--- config.mk ---
export PLATFORM = sky130hd
export DESIGN_NAME = burst_sram_ctl
export DESIGN_NICKNAME = d
export VERILOG_FILES = /design/src/rtl/bsc_pkg.sv /design/src/rtl/bsc_control.sv /design/src/rtl/bsc_datapath.sv /design/src/rtl/burst_sram_ctl.sv
export SDC_FILE = /design/constraint.sdc
export NUM_CORES = 1
export LEC_CHECK = 0
export BUFFER_PORTS_ARGS = -buffer_cell sky130_fd_sc_hd__clkbuf_2
export CAP_MARGIN = 20
export CORE_MARGIN = 1
export CORE_UTILIZATION = 40
export DETAILED_ROUTE_END_ITERATION = 6
export PLACE_DENSITY = 0.63
export SLEW_MARGIN = 20
export SYNTH_ARGS = -nofsm -noshare
export SYNTH_HDL_FRONTEND = slang
export SYNTH_HIERARCHICAL = 1
export SYNTH_SLANG_ARGS = --single-unit
--- constraint.sdc ---
create_clock -name clk -period 8.1 [get_ports clk]
set_input_delay 1.62 -clock clk [delete_from_list [all_inputs] [get_ports clk]]
set_output_delay 1.62 -clock clk [all_outputs]
set_load 0.1 [all_outputs]
--- src/rtl/bsc_pkg.sv ---
package bsc_pkg;
  localparam int LANE_CNT = 4;

  typedef enum logic [2:0] {
    KIND_IDLE     = 3'd0,
    KIND_DESEL    = 3'd1,
    KIND_RD_BEGIN = 3'd2,
    KIND_WR_BEGIN = 3'd3,
    KIND_CONT     = 3'd4,
    KIND_SUSP     = 3'd5
  } cycKind_e;

  // Strobes handed from the cycle decoder to the datapath
  typedef struct packed {
    logic                load;
    logic                advance;
    logic [LANE_CNT-1:0] wr;
  } strobe_t;
endpackage

--- src/rtl/bsc_control.sv ---
module bsc_control
  import bsc_pkg::*;
(
  input  logic                clk,
  input  logic                rstN,
  input  logic                chipEnN,
  input  logic                chipSelHi,
  input  logic                chipSelLoN,
  input  logic                loadProcN,
  input  logic                loadCtlN,
  input  logic                advN,
  input  logic                gwN,
  input  logic                bweN,
  input  logic [LANE_CNT-1:0] byteSelN,
  input  logic                sleep,
  output strobe_t             strb,
  output cycKind_e            kindQ,
  output logic                chipActive,
  output logic                readOn,
  output logic [LANE_CNT-1:0] wrQ
);
  logic selected, procLoad, ctlLoad, wakeGuard;
  logic [LANE_CNT-1:0] wrMask;
  cycKind_e kindD;

  assign selected = !chipEnN && chipSelHi && !chipSelLoN;
  assign procLoad = !loadProcN && !chipEnN;
  assign ctlLoad  = !loadCtlN;

  // Hierarchical write gating: global write over byte enable over lane selects
  always_comb begin
    if (!gwN)       wrMask = '1;
    else if (!bweN) wrMask = ~byteSelN;
    else            wrMask = '0;
  end

  always_comb begin
    strb  = '0;
    kindD = KIND_IDLE;
    if (!sleep) begin
      if ((procLoad || ctlLoad) && !selected) begin
        kindD = KIND_DESEL;
      end else if ((procLoad || ctlLoad) && wakeGuard) begin
        kindD = KIND_IDLE;
      end else if (procLoad) begin
        strb.load = 1'b1;
        kindD     = KIND_RD_BEGIN;
      end else if (ctlLoad) begin
        strb.load = 1'b1;
        strb.wr   = wrMask;
        kindD     = (|wrMask) ? KIND_WR_BEGIN : KIND_RD_BEGIN;
      end else if (chipActive && !wakeGuard) begin
        strb.advance = !advN;
        strb.wr      = wrMask;
        kindD        = advN ? KIND_SUSP : KIND_CONT;
      end
    end
  end

  always_ff @(posedge clk or negedge rstN) begin
    if (!rstN) begin
      kindQ      <= KIND_IDLE;
      chipActive <= 1'b0;
      readOn     <= 1'b0;
      wrQ        <= '0;
      wakeGuard  <= 1'b0;
    end else if (sleep) begin
      wakeGuard <= 1'b1;
      readOn    <= 1'b0;
    end else begin
      kindQ <= kindD;
      wrQ   <= strb.wr;
      if (kindD == KIND_DESEL) begin
        chipActive <= 1'b0;
        wakeGuard  <= 1'b0;
      end else if (strb.load) begin
        chipActive <= 1'b1;
      end
      readOn <= (kindD == KIND_RD_BEGIN) ||
                (((kindD == KIND_CONT) || (kindD == KIND_SUSP)) && (strb.wr == '0));
    end
  end

  assert_desel_idle_R1: assert property (@(posedge clk) disable iff (!rstN)
    (kindQ == KIND_DESEL) |-> !chipActive);

  // a selected processor strobe never writes
  assert_proc_read_R2: assert property (@(posedge clk) disable iff (!rstN)
    (!sleep && !wakeGuard && !loadProcN && !chipEnN && chipSelHi && !chipSelLoN)
    |=> (wrQ == '0 && kindQ == KIND_RD_BEGIN));

  assert_global_write_R4: assert property (@(posedge clk) disable iff (!rstN)
    (!sleep && !wakeGuard && loadProcN && !loadCtlN && !gwN && selected) |=> (&wrQ));

  assert_sleep_hold_R11: assert property (@(posedge clk) disable iff (!rstN)
    sleep |=> ($stable(chipActive) && $stable(kindQ) && !readOn));
endmodule

--- src/rtl/bsc_datapath.sv ---
module bsc_datapath
  import bsc_pkg::*;
#(
  parameter int ADDR_W = 4,
  parameter int LANE_W = 9
) (
  input  logic                       clk,
  input  logic                       rstN,
  input  strobe_t                    strb,
  input  logic                       interleave,
  input  logic [ADDR_W-1:0]          addr,
  input  logic [LANE_CNT*LANE_W-1:0] dataIn,
  output logic [LANE_CNT*LANE_W-1:0] dataOut
);
  localparam int DATA_W = LANE_CNT * LANE_W;
  localparam int DEPTH  = 1 << ADDR_W;

  logic [DATA_W-1:0] mem [DEPTH];
  logic [ADDR_W-1:2] addrHi;
  logic [1:0]        base, cnt, cntNext;
  logic [ADDR_W-1:0] curAddr, effAddr;

  function automatic logic [1:0] burstLow(input logic [1:0] b, input logic [1:0] c,
                                          input logic ilv);
    return ilv ? (b ^ c) : 2'(b + c);
  endfunction

  assign cntNext = 2'(cnt + 2'd1);
  assign curAddr = {addrHi, burstLow(base, cnt, interleave)};
  assign effAddr = strb.load    ? addr :
                   strb.advance ? {addrHi, burstLow(base, cntNext, interleave)} : curAddr;

  always_ff @(posedge clk or negedge rstN) begin
    if (!rstN) begin
      addrHi <= '0;
      base   <= '0;
      cnt    <= '0;
    end else if (strb.load) begin
      addrHi <= addr[ADDR_W-1:2];
      base   <= addr[1:0];
      cnt    <= '0;
    end else if (strb.advance) begin
      cnt <= cntNext;
    end
  end

  // Write data sampled at the edge straight into the array lanes
  always_ff @(posedge clk) begin
    for (int g = 0; g < LANE_CNT; g++) begin
      if (strb.wr[g]) mem[effAddr][g*LANE_W +: LANE_W] <= dataIn[g*LANE_W +: LANE_W];
    end
  end

  // Flow-through read: no output register
  assign dataOut = mem[curAddr];

  assert_suspend_hold_R9: assert property (@(posedge clk) disable iff (!rstN)
    (!strb.load && !strb.advance) |=> $stable(cnt) && $stable(base) && $stable(addrHi));
endmodule

--- src/rtl/burst_sram_ctl.sv ---
module burst_sram_ctl
  import bsc_pkg::*;
#(
  parameter int ADDR_W = 4,
  parameter int LANE_W = 9
) (
  input  logic                       clk,
  input  logic                       rstN,
  input  logic                       chipEnN,
  input  logic                       chipSelHi,
  input  logic                       chipSelLoN,
  input  logic                       loadProcN,
  input  logic                       loadCtlN,
  input  logic                       advN,
  input  logic                       gwN,
  input  logic                       bweN,
  input  logic [LANE_CNT-1:0]        byteSelN,
  input  logic                       oeN,
  input  logic                       sleep,
  input  logic                       interleave,
  input  logic [ADDR_W-1:0]          addr,
  input  logic [LANE_CNT*LANE_W-1:0] dataIn,
  output logic [LANE_CNT*LANE_W-1:0] dataOut,
  output logic                       dataOutEn,
  output logic [2:0]                 cycleKind,
  output logic                       chipActive,
  output logic [LANE_CNT-1:0]        byteWrite
);
  strobe_t  strb;
  cycKind_e kindQ;
  logic     readOn;

  bsc_control u_control (
    .clk(clk), .rstN(rstN), .chipEnN(chipEnN), .chipSelHi(chipSelHi),
    .chipSelLoN(chipSelLoN), .loadProcN(loadProcN), .loadCtlN(loadCtlN),
    .advN(advN), .gwN(gwN), .bweN(bweN), .byteSelN(byteSelN), .sleep(sleep),
    .strb(strb), .kindQ(kindQ), .chipActive(chipActive), .readOn(readOn),
    .wrQ(byteWrite)
  );

  bsc_datapath #(.ADDR_W(ADDR_W), .LANE_W(LANE_W)) u_datapath (
    .clk(clk), .rstN(rstN), .strb(strb), .interleave(interleave),
    .addr(addr), .dataIn(dataIn), .dataOut(dataOut)
  );

  assign cycleKind = kindQ;
  assign dataOutEn = readOn && !oeN && !sleep;

  assert_write_quiet_R7: assert property (@(posedge clk) disable iff (!rstN)
    (|byteWrite) |-> !dataOutEn);

  assert_oe_async_R8: assert property (@(posedge clk) disable iff (!rstN)
    oeN |-> !dataOutEn);
endmodule

### Word level (Yosys, flattened, before mapping)

Memory sizes are Yosys's and may differ from the RTL's.
Cells that the tools add are included.

| storage, ports and cells | value |
|---|---|
| register bits after elaboration | 16 |
| bits in writable memories | 576 |
| bits of input ports | 57 |
| output and inout port bits | 45 |
| word-level logic and storage cells | 85 |
| memories kept | 1 |

Memories:

| memory | words | width | read ports | clocked after memory_dff | wr ports | RTL line | text |
|---|---|---|---|---|---|---|---|
| u_datapath.mem | 16 | 36 | 1 | 0 | 1 | bsc_datapath.sv:18 | `logic [DATA_W-1:0] mem [DEPTH];` |

| cells by class | value |
|---|---|
| add/sub/neg operators | 3 |
| eq/ne operators | 4 |
| multiplexer cells | 38 |
| bitwise gates (word level) | 4 |
| reduce and logical (&&, ||, !) cells | 27 |

Operator list:

| kind | count |
|---|---|
| two-way mux 1 bit | 18 |
| two-way mux 3 bit | 6 |
| two-way mux 6 bit | 3 |
| two-way mux 4 bit | 4 |
| two-way mux 2 bit | 5 |
| two-way mux 5 bit | 2 |
| logical AND 1 bit | 9 |
| logical NOT 1 bit | 9 |
| equality test 3 bit (second input constant) | 2 |
| nonzero test 2 bit | 3 |
| adder 2 bit | 2 |
| logical NOT 4 bit | 1 |
| inverter 4 bit | 1 |
| OR reduction 4 bit | 1 |
| bitwise XOR 2 bit | 2 |
| equality test 3 x 1 -> 1 bit (second input constant) | 1 |
| equality test 3 x 2 -> 1 bit (second input constant) | 1 |
| logical OR 1 bit | 3 |
| adder 2 x 1 -> 2 bit (second input constant) | 1 |
| AND reduction 2 bit | 1 |
| inverter 1 bit | 1 |

### Longest topological paths before layout

| logic depth | value |
|---|---|
| depth after elaboration | 15 |
| gate-level depth with buffers | 10 |
| gate-level depth less buffers | 7 |

### Modules after synthesis

The synthesis kept the hierarchy.

Modules (own cells, without submodules):

| module | times used | cells an instance | area an instance (um^2) | sequential area each (um^2) |
|---|---|---|---|---|
| bsc_datapath | 1 | 1,132 | 22,721.8 | 17,446.7 |
| bsc_control | 1 | 54 | 534.3 | 250.2 |
| burst_sram_ctl | 1 | 1 | 12.5 | 0.0 |

### Least setup slack after synthesis

OpenSTA, ideal clock, no wires.

| timing | value |
|---|---|
| path kind | input port to output port |
| start | input port interleave |
| end | output port dataOut[35] |
| arrival | 4.147 ns |
| data required time | 6.480 ns |
| path slack | 2.333 ns |
| stages | 8 |
| buffers on the path | 3 |
| cells stage by stage | nor2b_1 -> buf_2 -> xnor2_2 -> buf_2 -> buf_2 -> o22a_1 -> nor2_1 -> o211ai_1 |

| between the ends | value |
|---|---|
| longest elaborated chain between the ends | 2 |

RTL lines:

| element | RTL line | text |
|---|---|---|
| start, declared | burst_sram_ctl.sv:20 | `input logic interleave,` |
| two-way mux 2 bit | bsc_datapath.sv:25 | `return ilv ? (b ^ c) : 2'(b + c);` |
| memory read (16 x 36 bit) | -- |  |
| end, declared | burst_sram_ctl.sv:23 | `output logic [LANE_CNT*LANE_W-1:0] dataOut,` |

Every way passes these cells.

### Worst setup path in the final report

| timing | value |
|---|---|
| start | input port interleave |
| end | output port dataOut[2] |

The elaborated chain is that of the path after synthesis.

==> results_dict.tcl <==
set metrics [dict create \
    setup_viol 0 \
    outcome "finished clean" \
    crit_type "in2out" \
    vias 12400 \
    final.setup.tns_ps 0 \
    dieWidth_um 243 \
    ant_nets 0 \
    post-route-min-period_ps 6350 \
    cts_root_buf "clkbuf_16" \
    wirelength_um 55500 \
    p_per_area_nw_per_um2 348 \
    core_sq_um 57600 \
    ctsHoldBuffers 0 \
    place_congestion 0.801 \
    dieArea_sq_um 59100 \
    ctsResizeCount 0 \
    synth-edff-count 576 \
    fin_nets 1364 \
    place_area_sq_um 24700 \
    fmax_mhz 157 \
    cts.clk_slew.worst_paths_ps 60 \
    synthesis.area_sq_um 23300 \
    area_delta_synth_final_pct 14.8 \
    drt-initial-drc-count 1188 \
    cts_max_level 2 \
    yosysUniqueCellTypes 50 \
    finalPower_w 0.00930 \
    drcViolationCount 0 \
    path_max_fanout 150 \
    ys_ff_latch 592 \
    timing.hold.ws_ps 497 \
    hold_viol 0 \
    grt.total_usage 0.189 \
    yosys_warnings 6 \
    p_leak_nw 8.54 \
    netlist_instances 1187 \
    clockBufferDepth 3 \
    cp.required_ps 6480 \
    drt-wirelength-per-cell_um 26.2 \
    start_util 0.404 \
    grt_max_degree 151 \
    pin_count 102 \
    max_cap_violations 0 \
    grt_setup_unrepaired "no" \
    vias_per_cell 5.86 \
    period_share 0.784 \
    cts_buffers 58 \
    overflow 0 \
    ir_worst_vdd_mv 0.263 \
    hold_class "reg2reg" \
    clock_skew_ps 8.23 \
    worst_pin_slew_ps 1120 \
    slew_headroom 0.253 \
    dieHeight_um 243 \
    cp_data_arrival_time_ps 4730 \
    post_cts_buffers 0 \
    clock-sinks 592 \
    grt_first_pass_wirelength_um 82600 \
    setup_ws_ps 1750 \
    yosysSeqAreaShare 0.761 \
    pre_cts_slack_ps 1780 \
    drive_gt1_frac 0.270 \
    synthArstFlopShare 0.0270 \
    avgSynthCellArea_sq_um 19.6 \
    rows 88 \
    drv_slew 0 \
    dp_hpwl_um 32100 \
    cts_tree "done" \
    grt_pass1_vias 12800 \
    insertion_delay_ps 610 \
    synth_nets 1246 \
    start_kind "primary input" \
    cp-end-kind "primary output" \
    final_area_sq_um 26700 \
    firstDrtPassIters 5 \
    synth_flop_cell "edfxtp_1" \
    portBuffers 101 \
    antenna_found_initial 2 \
]
layer usage:
layer / part of all wire / vias up / global-route usage / routed length [um]
li1: - / 5274 / - / -
met1: 0.41 / 6529 / 0.254 / 22500
met2: 0.49 / 532 / 0.308 / 27100
met3: 0.077 / 98 / 0.0315 / 4250
met4: 0.030 / 0 / 0.0733 / 1680
met5: 0 / - / 0 / 0
through the flow:
stage,util,cells
finish,0.464,2121
floorplan,-,1187
detailed placement,0.429,2007
global route,0.464,2121
global placement,0.429,2006
CTS,0.463,2116
cells in the final DEF (no fill, tap or decap), types with 7 or more instances in the layout:
master / instances
edfxtp_1: 576
mux4_2: 106
clkbuf_2: 101
o221ai_1: 101
clkbuf_16: 61
nor2_1: 55
a22o_1: 38
nand2_1: 37
a211o_1: 35
a21oi_1: 32
buf_4: 29
nor2_2: 17
dfrtp_1: 16
clkinv_2: 14
o21ai_0: 14
clkinv_1: 10
clkbuf_1: 10
bufinv_16: 7
Yosys cell counts, drive strengths merged, types with 2 or more instances:
| library cell | instances | area (sq um) |
|---|---|---|
| a22o | 38 | 333 |
| o22a | 2 | 17.5 |
| nand3 | 6 | 30.0 |
| and3b | 3 | 26.3 |
| nand2b | 2 | 12.5 |
| clkbuf | 39 | 146 |
| ha | 2 | 25.0 |
| edfxtp | 576 | 17300 |
| a31oi | 2 | 12.5 |
| xor2 | 3 | 26.3 |
| a21oi | 32 | 160 |
| mux2 | 3 | 33.8 |
| mux2i | 4 | 40.0 |
| o21ai | 14 | 70.1 |
| a2111oi | 2 | 37.5 |
| and2 | 6 | 37.5 |
| a211oi | 5 | 37.5 |
| nor2 | 74 | 278 |
| buf | 36 | 186 |
| nand2 | 38 | 143 |
| o22ai | 6 | 37.5 |
| inv | 7 | 26.3 |
| nor2b | 4 | 25.0 |
| xnor2 | 3 | 52.6 |
| o221ai | 101 | 885 |
| dfrtp | 16 | 400 |
| nor3b | 2 | 20.0 |
| nor3 | 4 | 20.0 |
| o21a | 5 | 37.5 |
| mux4 | 106 | 2390 |
| a211o | 35 | 307 |
worst max-delay path, stage by stage:
cell and delay [ps]:
clkbuf_2 130, nor2b_1 650, xnor2_4 200, buf_12 630, mux4_2 410, a22o_1 240
a211o_1 330, clkbuf_2 390
cell type report:
| type | count | area, sq um |
|---|---|---|
| Sequential cell | 592 | 17700 |
| Fill cell | 4768 | 30900 |
| Timing Repair Buffer | 133 | 766 |
| Clock inverter | 38 | 373 |
| Inverter | 7 | 26.3 |
| Clock buffer | 71 | 1560 |
| Multi-Input combinational cell | 513 | 5320 |
| Antenna cell | 2 | 5.00 |
| Tap cell | 765 | 957 |
power by group:
group	switching, W	leakage, nW	internal (W)	total (W)
Clock	0.00112	0.942	0.00159	0.00271
Combinational	0.00221	2.22	0.000981	0.00319
Sequential	0.0000211	5.38	0.00338	0.00340
kinds of logic after synthesis:
logic type,Yosys count,share of synthesized area
buffers and inverters,82,0.0154
XOR/XNOR,7,0.00436
AO/OA/AOI/OAI,249,0.0861
adder cells (fa/ha/maj),2,0.00108
flip-flops,592,0.761
multiplexers,113,0.106
AND/OR/NAND/NOR,142,0.0267
path summary, 6_finish.rpt:
path	slack, ps	depth (start not counted)	endpoint	start
setup / recovery	1750	8	dataOut[2]	interleave
hold / removal	500	2	u_control/kindQ[1]$_DFFE_PN0N_	u_control/kindQ[1]$_DFFE_PN0N_
setup reg to reg	3670	7	u_datapath/mem[7][33]$_DFFE_PP_	u_datapath/cnt[0]$_DFFE_PN0P_
hold reg to reg	500	2	u_control/kindQ[1]$_DFFE_PN0N_	u_control/kindQ[1]$_DFFE_PN0N_
max in group asynchronous	6890	1	u_control/wrQ[1]$_DFFE_PN0N_	rstN
min in group asynchronous	930	1	u_control/wakeGuard$_DFFE_PN0P_	rstN
sequential cells by signal, summed over array words and instances, names as in the netlist:
signal and flops:
u_control/readOn 1, u_datapath/cnt 2, u_control/wrQ 4, u_datapath/mem 576
u_control/chipActive 1, u_datapath/base 2, u_control/kindQ 3, u_datapath/addrHi 2
u_control/wakeGuard 1
(Power assumes the default switching activity.)
